File: src/rtl/cpq_pkg.sv
package cpq_pkg;
  typedef struct packed {
    logic push;
    logic pop;
  } cpqStrobe_t;
endpackage

File: src/rtl/cpq_ctrl.sv
module cpq_ctrl
  import cpq_pkg::*;
#(
  parameter int DEPTH = 8
) (
  input  logic       clk,
  input  logic       rstN,
  input  logic       probeValid,
  input  logic       tagBusy,
  input  logic       barrierReq,
  output logic       probeReady,
  output logic       probeAck,
  output logic       barrierDone,
  output cpqStrobe_t strobe
);
  localparam int CNT_W = $clog2(DEPTH + 1);

  logic [CNT_W-1:0] count;
  logic [CNT_W-1:0] countNext;
  logic [CNT_W-1:0] drainCnt;
  logic             drainBusy;
  logic             full;

  always_comb begin
    full        = (count == CNT_W'(DEPTH));
    probeReady  = !full;
    strobe.push = probeValid && !full;
    strobe.pop  = (count != '0) && !tagBusy;
    probeAck    = strobe.push;
    countNext   = count + CNT_W'(strobe.push) - CNT_W'(strobe.pop);
    barrierDone = drainBusy && (drainCnt == '0);
  end

  always_ff @(posedge clk) begin
    if (!rstN) begin
      count <= '0;
    end else begin
      count <= countNext;
    end
  end

  // Barrier snapshot: probes held after this edge are the ones ahead of it.
  always_ff @(posedge clk) begin
    if (!rstN) begin
      drainBusy <= 1'b0;
      drainCnt  <= '0;
    end else if (drainBusy) begin
      if (drainCnt == '0) begin
        drainBusy <= 1'b0;
      end else if (strobe.pop) begin
        drainCnt <= drainCnt - 1'b1;
      end
    end else if (barrierReq) begin
      drainBusy <= 1'b1;
      drainCnt  <= countNext;
    end
  end
endmodule

File: src/rtl/cpq_data.sv
module cpq_data
  import cpq_pkg::*;
#(
  parameter int DEPTH = 8,
  parameter int LINES = 16
) (
  input  logic                     clk,
  input  logic                     rstN,
  input  cpqStrobe_t               strobe,
  input  logic [$clog2(LINES)-1:0] probeAddr,
  input  logic                     replyValid,
  input  logic [$clog2(LINES)-1:0] replyAddr,
  input  logic [$clog2(LINES)-1:0] loadAddr,
  output logic                     invValid,
  output logic [$clog2(LINES)-1:0] invAddr,
  output logic                     loadHit
);
  localparam int ADDR_W = $clog2(LINES);
  localparam int PTR_W  = $clog2(DEPTH);

  logic [ADDR_W-1:0] slots [DEPTH];
  logic [PTR_W-1:0]  wrPtr;
  logic [PTR_W-1:0]  rdPtr;
  logic [LINES-1:0]  lineValid;

  function automatic logic [PTR_W-1:0] bump(input logic [PTR_W-1:0] p);
    return (p == PTR_W'(DEPTH - 1)) ? '0 : p + 1'b1;
  endfunction

  always_ff @(posedge clk) begin
    if (!rstN) begin
      wrPtr <= '0;
      rdPtr <= '0;
    end else begin
      if (strobe.push) wrPtr <= bump(wrPtr);
      if (strobe.pop)  rdPtr <= bump(rdPtr);
    end
  end

  always_ff @(posedge clk) begin
    if (strobe.push) slots[wrPtr] <= probeAddr;
  end

  always_comb begin
    invValid = strobe.pop;
    invAddr  = slots[rdPtr];
    loadHit  = lineValid[loadAddr];
  end

  // One valid bit per line; an invalidation overrides a fill in the same cycle.
  for (genvar i = 0; i < LINES; i++) begin : g_line
    always_ff @(posedge clk) begin
      if (!rstN) begin
        lineValid[i] <= 1'b0;
      end else if (invValid && invAddr == ADDR_W'(i)) begin
        lineValid[i] <= 1'b0;
      end else if (replyValid && replyAddr == ADDR_W'(i)) begin
        lineValid[i] <= 1'b1;
      end
    end
  end
endmodule

File: src/rtl/cpq_top.sv
module cpq_top
  import cpq_pkg::*;
#(
  parameter int DEPTH  = 8,
  parameter int LINES  = 16,
  localparam int ADDR_W = $clog2(LINES)
) (
  input  logic              clk,
  input  logic              rstN,
  input  logic              probeValid,
  input  logic [ADDR_W-1:0] probeAddr,
  output logic              probeReady,
  output logic              probeAck,
  input  logic              replyValid,
  input  logic [ADDR_W-1:0] replyAddr,
  input  logic              tagBusy,
  input  logic              barrierReq,
  output logic              barrierDone,
  output logic              invValid,
  output logic [ADDR_W-1:0] invAddr,
  input  logic [ADDR_W-1:0] loadAddr,
  output logic              loadHit
);
  cpqStrobe_t strobe;

  cpq_ctrl #(.DEPTH(DEPTH)) u_ctrl (
    .clk(clk), .rstN(rstN), .probeValid(probeValid), .tagBusy(tagBusy),
    .barrierReq(barrierReq), .probeReady(probeReady), .probeAck(probeAck),
    .barrierDone(barrierDone), .strobe(strobe)
  );

  cpq_data #(.DEPTH(DEPTH), .LINES(LINES)) u_data (
    .clk(clk), .rstN(rstN), .strobe(strobe), .probeAddr(probeAddr),
    .replyValid(replyValid), .replyAddr(replyAddr), .loadAddr(loadAddr),
    .invValid(invValid), .invAddr(invAddr), .loadHit(loadHit)
  );
endmodule

File: config.mk
export PLATFORM = sky130hd
export DESIGN_NAME = cpq_top
export DESIGN_NICKNAME = d
export VERILOG_FILES = /design/src/rtl/cpq_pkg.sv /design/src/rtl/cpq_ctrl.sv /design/src/rtl/cpq_data.sv /design/src/rtl/cpq_top.sv
export SDC_FILE = /design/constraint.sdc
export NUM_CORES = 1
export LEC_CHECK = 0
export BUFFER_PORTS_ARGS = -buffer_cell sky130_fd_sc_hd__clkbuf_2
export CAP_MARGIN = 10
export CORE_UTILIZATION = 59
export DETAILED_ROUTE_END_ITERATION = 10
export GPL_ROUTABILITY_DRIVEN = 0
export PLACE_DENSITY = 0.79
export SYNTH_ARGS = -nofsm -noshare
export SYNTH_HDL_FRONTEND = slang
export SYNTH_SLANG_ARGS = --single-unit
File: constraint.sdc
create_clock -name clk -period 3.5 [get_ports clk]
set_input_delay 0.525 -clock clk [delete_from_list [all_inputs] [get_ports clk]]
set_output_delay 0.525 -clock clk [all_outputs]
set_load 0.05 [all_outputs]
### After elaboration in Yosys (flattened, before gate mapping)

Memory sizes are Yosys's and may differ from the RTL's. A register that Yosys moved wholly into a read port is not among the register bits.
Cells that the tools add are included.

| word-level totals | value |
|---|---|
| register bits | 31 |
| bits in writable memories | 32 |
| input bits | 18 |
| logic and storage cells | 138 |
| memories | 1 |

Memory list:

| name | words | width | rd ports | clocked after Yosys merged registers in | write ports | line | source |
|---|---|---|---|---|---|---|---|
| u_data.slots | 8 | 4 | 1 | 1 | 1 | cpq_data.sv:21 | `logic [ADDR_W-1:0] slots [DEPTH];` |

| operators by class | value |
|---|---|
| add/subtract/negate cells | 5 |
| $lt $le $gt $ge | 1 |
| equality and inequality tests | 35 |
| mux-type cells | 15 |
| bitwise logic cells | 1 |
| reduce and logical (&&, ||, !) cells | 59 |

Operator list:

| operator | number |
|---|---|
| == test 4 bit (second input constant) | 17 |
| logical AND 1 bit | 35 |
| == test 4 x 3 -> 1 bit (second input constant) | 8 |
| OR reduction 2 bit | 16 |
| == test 4 x 2 -> 1 bit (second input constant) | 4 |
| two-way mux 4 bit | 4 |
| zero test 4 bit | 3 |
| two-way mux 3 bit | 4 |
| == test 4 x 1 -> 1 bit (second input constant) | 2 |
| adder 3 x 1 -> 3 bit (second input constant) | 2 |
| == test 3 bit (second input constant) | 2 |
| two-way mux 1 bit | 6 |
| < comparator 4 x 5 -> 1 bit (second input constant) | 1 |
| adder 4 x 1 -> 4 bit | 1 |
| binary-select mux 1 bit (select 4 bit) | 1 |
| nonzero test 4 bit | 1 |
| subtractor 4 x 1 -> 4 bit | 1 |
| subtractor 4 x 1 -> 4 bit (second input constant) | 1 |
| AND reduction 3 bit | 1 |
| zero test 1 bit | 2 |
| != test 2 x 1 -> 1 bit (second input constant) | 1 |
| != test 2 bit (second input constant) | 1 |
| nonzero test 2 bit | 1 |
| NOT 1 bit | 1 |

### Depth between registers and ports, before layout

| logic depth | value |
|---|---|
| depth after elaboration | 7 |
| gate-level depth with buffers | 15 |
| depth with buffers taken out | 14 |

### By module

Synthesis repeated with hierarchy kept, for this count alone.

| unflattened totals | value |
|---|---|
| cell total of the unflattened synthesis | 269 |
| area, all modules | 3200.6 um2 |

Modules (own cells, without submodules):

| module | times used | cells each | area an instance (um2) |
|---|---|---|---|
| cpq_data | 1 | 200 | 2585.0 |
| cpq_ctrl | 1 | 69 | 615.6 |

### Least setup slack after synthesis

OpenSTA, ideal clock, no wires.

| timing path | value |
|---|---|
| kind | reg-to-reg |
| from | register u_ctrl.drainBusy |
| to | register u_ctrl.drainCnt[0] |
| setup time | 0.119 ns |
| arrival time | 3.021 ns |
| setup slack | 0.360 ns |
| stages on the path, launching flop included | 7 |
| period minus slack after synthesis | 3.140 ns |
| cells stage by stage | dfxtp_1 -> buf_2 -> inv_1 -> nor4b_1 -> nand2b_1 -> nor2_1 -> o221a_2 |

| between the ends | value |
|---|---|
| longest elaborated chain between the ends | 2 |
| elaborated cells between the ends (all ways) | 5 |

RTL lines:

| item | line | source |
|---|---|---|
| start, declared | cpq_ctrl.sv:21 | `logic drainBusy;` |
| start signal, assigned | cpq_ctrl.sv:45 | `drainBusy <= 1'b0;` |
| start signal, assigned | cpq_ctrl.sv:49 | `drainBusy <= 1'b0;` |
| start signal, assigned | cpq_ctrl.sv:54 | `drainBusy <= 1'b1;` |
| != test 2 x 1 -> 1 bit (no line), or another cell as far along | -- |  |
| AND reduction 3 bit (no line) | -- |  |
| end signal, assigned | cpq_ctrl.sv:51 | `drainCnt <= drainCnt - 1'b1;` |
| end signal, assigned | cpq_ctrl.sv:55 | `drainCnt <= countNext;` |
| end, declared | cpq_ctrl.sv:20 | `logic [CNT_W-1:0] drainCnt;` |

Parallel ways exist; a longest one is shown, timed or not.
A chain may end at the register's enable or synchronous reset.

### Final worst setup path

| timing path | value |
|---|---|
| from | register u_ctrl.count[2] |
| to | register u_ctrl.drainCnt[3] |

| between the ends | value |
|---|---|
| longest elaborated chain between the ends | 7 |
| elaborated cells between the ends (all ways) | 11 |

RTL lines:

| item | line | source |
|---|---|---|
| start, declared | cpq_ctrl.sv:18 | `logic [CNT_W-1:0] count;` |
| start signal, assigned | cpq_ctrl.sv:38 | `count <= countNext;` |
| == test 4 bit | cpq_ctrl.sv:25 | `full = (count == CNT_W'(DEPTH));` |
| zero test 1 bit | cpq_ctrl.sv:27 | `strobe.push = probeValid && !full;` |
| logical AND 1 bit | cpq_ctrl.sv:27 |  |
| adder 4 x 1 -> 4 bit | cpq_ctrl.sv:30 | `countNext = count + CNT_W'(strobe.push) - CNT_W'(strobe.pop);` |
| subtractor 4 x 1 -> 4 bit | cpq_ctrl.sv:30 |  |
| two-way mux 4 bit | cpq_ctrl.sv:53 | `end else if (barrierReq) begin` |
| two-way mux 4 bit | cpq_ctrl.sv:47 | `end else if (drainBusy) begin` |

Parallel ways exist; a longest one is shown, timed or not. The select of a mux whose other input is x is not followed.

==> flow_summary.toml <==
[critical_path]
worst_ep_arrival_time_ns = 2.98
r2r-start = "u_ctrl.count[2]"
cpPeakStageDelay_ns = 0.36
rr_endpoint = "u_ctrl.drainCnt[3]"
slowest_stage = "or2_2"
crit_type = "flip-flop to flip-flop"
critPathRequiredTime_ns = 3.73
crit_family = "adder cells"
cp_cell_sequence = "inv_1 -> ha_1 -> nor3b_1 -> or2_2 -> inv_1 -> ha_1 -> inv_1 -> ha_1 -> a21o_1 -> a21oi_1 -> xnor2_1 -> nor2_1 -> o31a_1"
crit_fanout = 8
r2r_setup_slack_ns = 0.75
r2r_cells = 13
critPathLaunchType = "flip-flop"
worstSetupEndpointType = "flip-flop"
crit_buf_inv = 3
crit_cells = 13

[min_path]
hold_class = "input port to flip-flop"
hold_depth = 3
min-delay-start = "barrierReq"
holdPathEnd = "u_ctrl.drainBusy"

[timing]
fin_crit_ns = 2.750
hold_slack_ns = 0.4634
tightest_slew_ns = 1.022
final.setup.tns_ns = 0
hold_viol = 0
setup_violations = 0
skew_ns = 0.01130
rsz0062_at_grt = "no"
max_slew_margin_pct = 31.23
setup_slack_ns = 0.7497
fin_crit_sh_pct = 78.58
final-max-slew-violation-count = 0
fmax_mhz = 363.6

[global_route]
grt-ovfl-total = 0
grt_pass1_vias = 1952
antenna_found_initial = 0
grt_pass1_wl_mm = 9.515
grt_max_degree = 32
track_usage_pct = 24.18

[place]
post-dp-hpwl_mm = 4.094
portBuffers = 26
pre_cts_slack_ns = 0.7739
placed_cell_area_um2 = 3233

[synth]
synth.most_common_cell = "dfxtp_1"
synth_top_area_cell = "edfxtp_1"
synth_seq_area_share_pct = 53.75
yosysWarnings = 0
synth_edf_count = 32
netlist_instances = 241
syn_avg_cell_area_um2 = 12.67
synth_flop_cell = "dfxtp_1"
synth_nets = 272
yosys.area.top_type_share_pct = 31.46
ys_top_cells_by_area = "edfxtp_1, dfxtp_1, mux4_1, ha_1, o221a_2"
ys_ff_latch = 66
syn-cell-area_um2 = 3054
ys_types = 40
synth_common_cells = "dfxtp_1, edfxtp_1, nor2_1"
synthArstFlopShare_pct = 0

[clock_network]
ctsHoldBuffers = 0
cts.repair.resized = 0
cts_tree = "yes"
path_clk_slew_ns = 0.07
cts_setup_buffers = 0
clock_latency_ns = 0.34
h-tree-depth = 3
numClockSinks = 66
cts_buffers = 9
cts_buffer_depth = 2
cts_root_buf = "clkbuf_8"

[route]
wl_per_cell_um = 16.81
vias_per_cell = 5.866
drcViolationCount = 0
drt_pass1_iterations = 4
ant_nets = 0
drtIter0Drc = 132
wl_mm = 5.766
vias = 2012

[floorplanning]
initial_utilization_pct = 62.99
row_count = 25
core_area_um2 = 4848
design.portCount = 27
die-area_um2 = 5469
die_x_um = 73.95
die_y_um = 73.95

[cells_and_area]
antennaDiodeCount = 0
fin_nets = 302
fin_area_um2 = 3436
drive_gt1_share_pct = 25.72
syn_to_final_growth_pct = 12.50

[power]
ir_worst_vdd_uv = 539.2
p_leak_nw = 1.293
powerDensity_nw_per_um2 = 688.8

[flow_run]
maxCapViolations = 0

[status]
outcome = "finished, final reports clean"
[how the worst max path moves through the flow]
| stage | start | endpoint | slack (ns) |
|---|---|---|---|
| global placement | u_ctrl.count[2] | u_ctrl.drainCnt[3] | 0.85 |
| finish | u_ctrl.count[2] | u_ctrl.drainCnt[3] | 0.75 |
| global route | u_ctrl.count[2] | u_ctrl.drainCnt[3] | 0.55 |
| detailed placement | u_ctrl.count[2] | u_ctrl.drainCnt[3] | 0.77 |
| floorplan | u_ctrl.drainBusy | u_ctrl.drainCnt[0] | 0.36 |
| CTS | u_ctrl.count[2] | u_ctrl.drainCnt[3] | 0.74 |
[placed cells by master (no fill, tap or decap), types with 2 or more instances in the layout]
master	instances
dfxtp_1	34
edfxtp_1	32
clkbuf_2	26
nor2_1	22
nand2_1	16
inv_1	13
o221a_2	13
ha_1	12
nor3_1	11
clkbuf_8	11
nand2b_1	7
mux4_1	6
mux2_2	6
mux4_2	6
a31oi_1	5
a21boi_0	5
nor3b_1	4
nand3_1	4
nor2b_1	4
o221a_1	4
a21oi_1	3
and2_1	3
nand3b_1	3
clkinv_2	3
mux2_1	2
nor4_1	2
a21o_1	2
xnor2_1	2
mux2i_1	2
[power by group]
group | internal (mW) | total [mW] | leakage, nW | switching (mW)
sequential | 0.891 | 0.970 | 0.568 | 0.0791
combinational | 0.292 | 0.752 | 0.616 | 0.460
clock | 0.364 | 0.645 | 0.109 | 0.280
total | 1.55 | 2.37 | 1.29 | 0.819
[layer usage]
layer,share of wire [%],GRT usage [%]
met1,48,31.91
met2,48,38.89
met3,3.3,7.317
met4,0.87,7.051
met5,0,0
[registers in the layout, summed over array words and instances, names as in the netlist, named ones only]
| signal | count |
|---|---|
| u_ctrl.count | 4 |
| u_data.wrPtr | 3 |
| u_ctrl.drainBusy | 1 |
| u_ctrl.drainCnt | 4 |
| u_data.rdPtr | 3 |
| u_data.slots | 32 |
| u_data.lineValid | 16 |
[cell families (layout without fill, tap and decap cells)]
logic type / after synthesis / count (layout) / synth area share (%)
AND/OR/NAND/NOR: 82 / 82 / 13.72
buffers and inverters: 20 / 55 / 2.745
flip-flops: 66 / 66 / 53.75
adder cells (fa/ha/maj): 13 / 13 / 5.571
AO/OA/AOI/OAI: 36 / 36 / 10.45
XOR/XNOR: 2 / 2 / 0.5736
multiplexers: 22 / 22 / 13.19
[per-stage QoR]
| stage | total power [mW] | instances | utilization [%] |
|---|---|---|---|
| after detailed placement | 1.730 | 327 | 66.68 |
| after floorplan | 1.559 | 241 | - |
| after global placement | 1.712 | 327 | 66.68 |
| after global routing | 2.493 | 343 | 70.86 |
| final | 2.367 | 343 | 70.86 |
| after CTS | 2.376 | 343 | 70.86 |
[worst reg2reg max path: cells and delay by family (launching register included)]
family,cells,cell delay (ns)
flip-flops,1,0.31
AO/OA/AOI/OAI,3,0.62
AND/OR/NAND/NOR,3,0.58
XOR/XNOR,1,0.16
buffers and inverters,3,0.29
adder cells (fa/ha/maj),3,0.69
[layout make-up]
| cell class | instances | area (um2) |
|---|---|---|
| clock buffers | 11 | 151.4 |
| clock inverters | 5 | 51.30 |
| fillers | 358 | 1413 |
| inverters | 13 | 48.80 |
| multi-input cells | 155 | 1329 |
| flip-flops and latches | 66 | 1642 |
| well taps | 67 | 83.83 |
| repair buffers | 26 | 130.1 |
No activity file was read; power rests on OpenSTA's default activity.
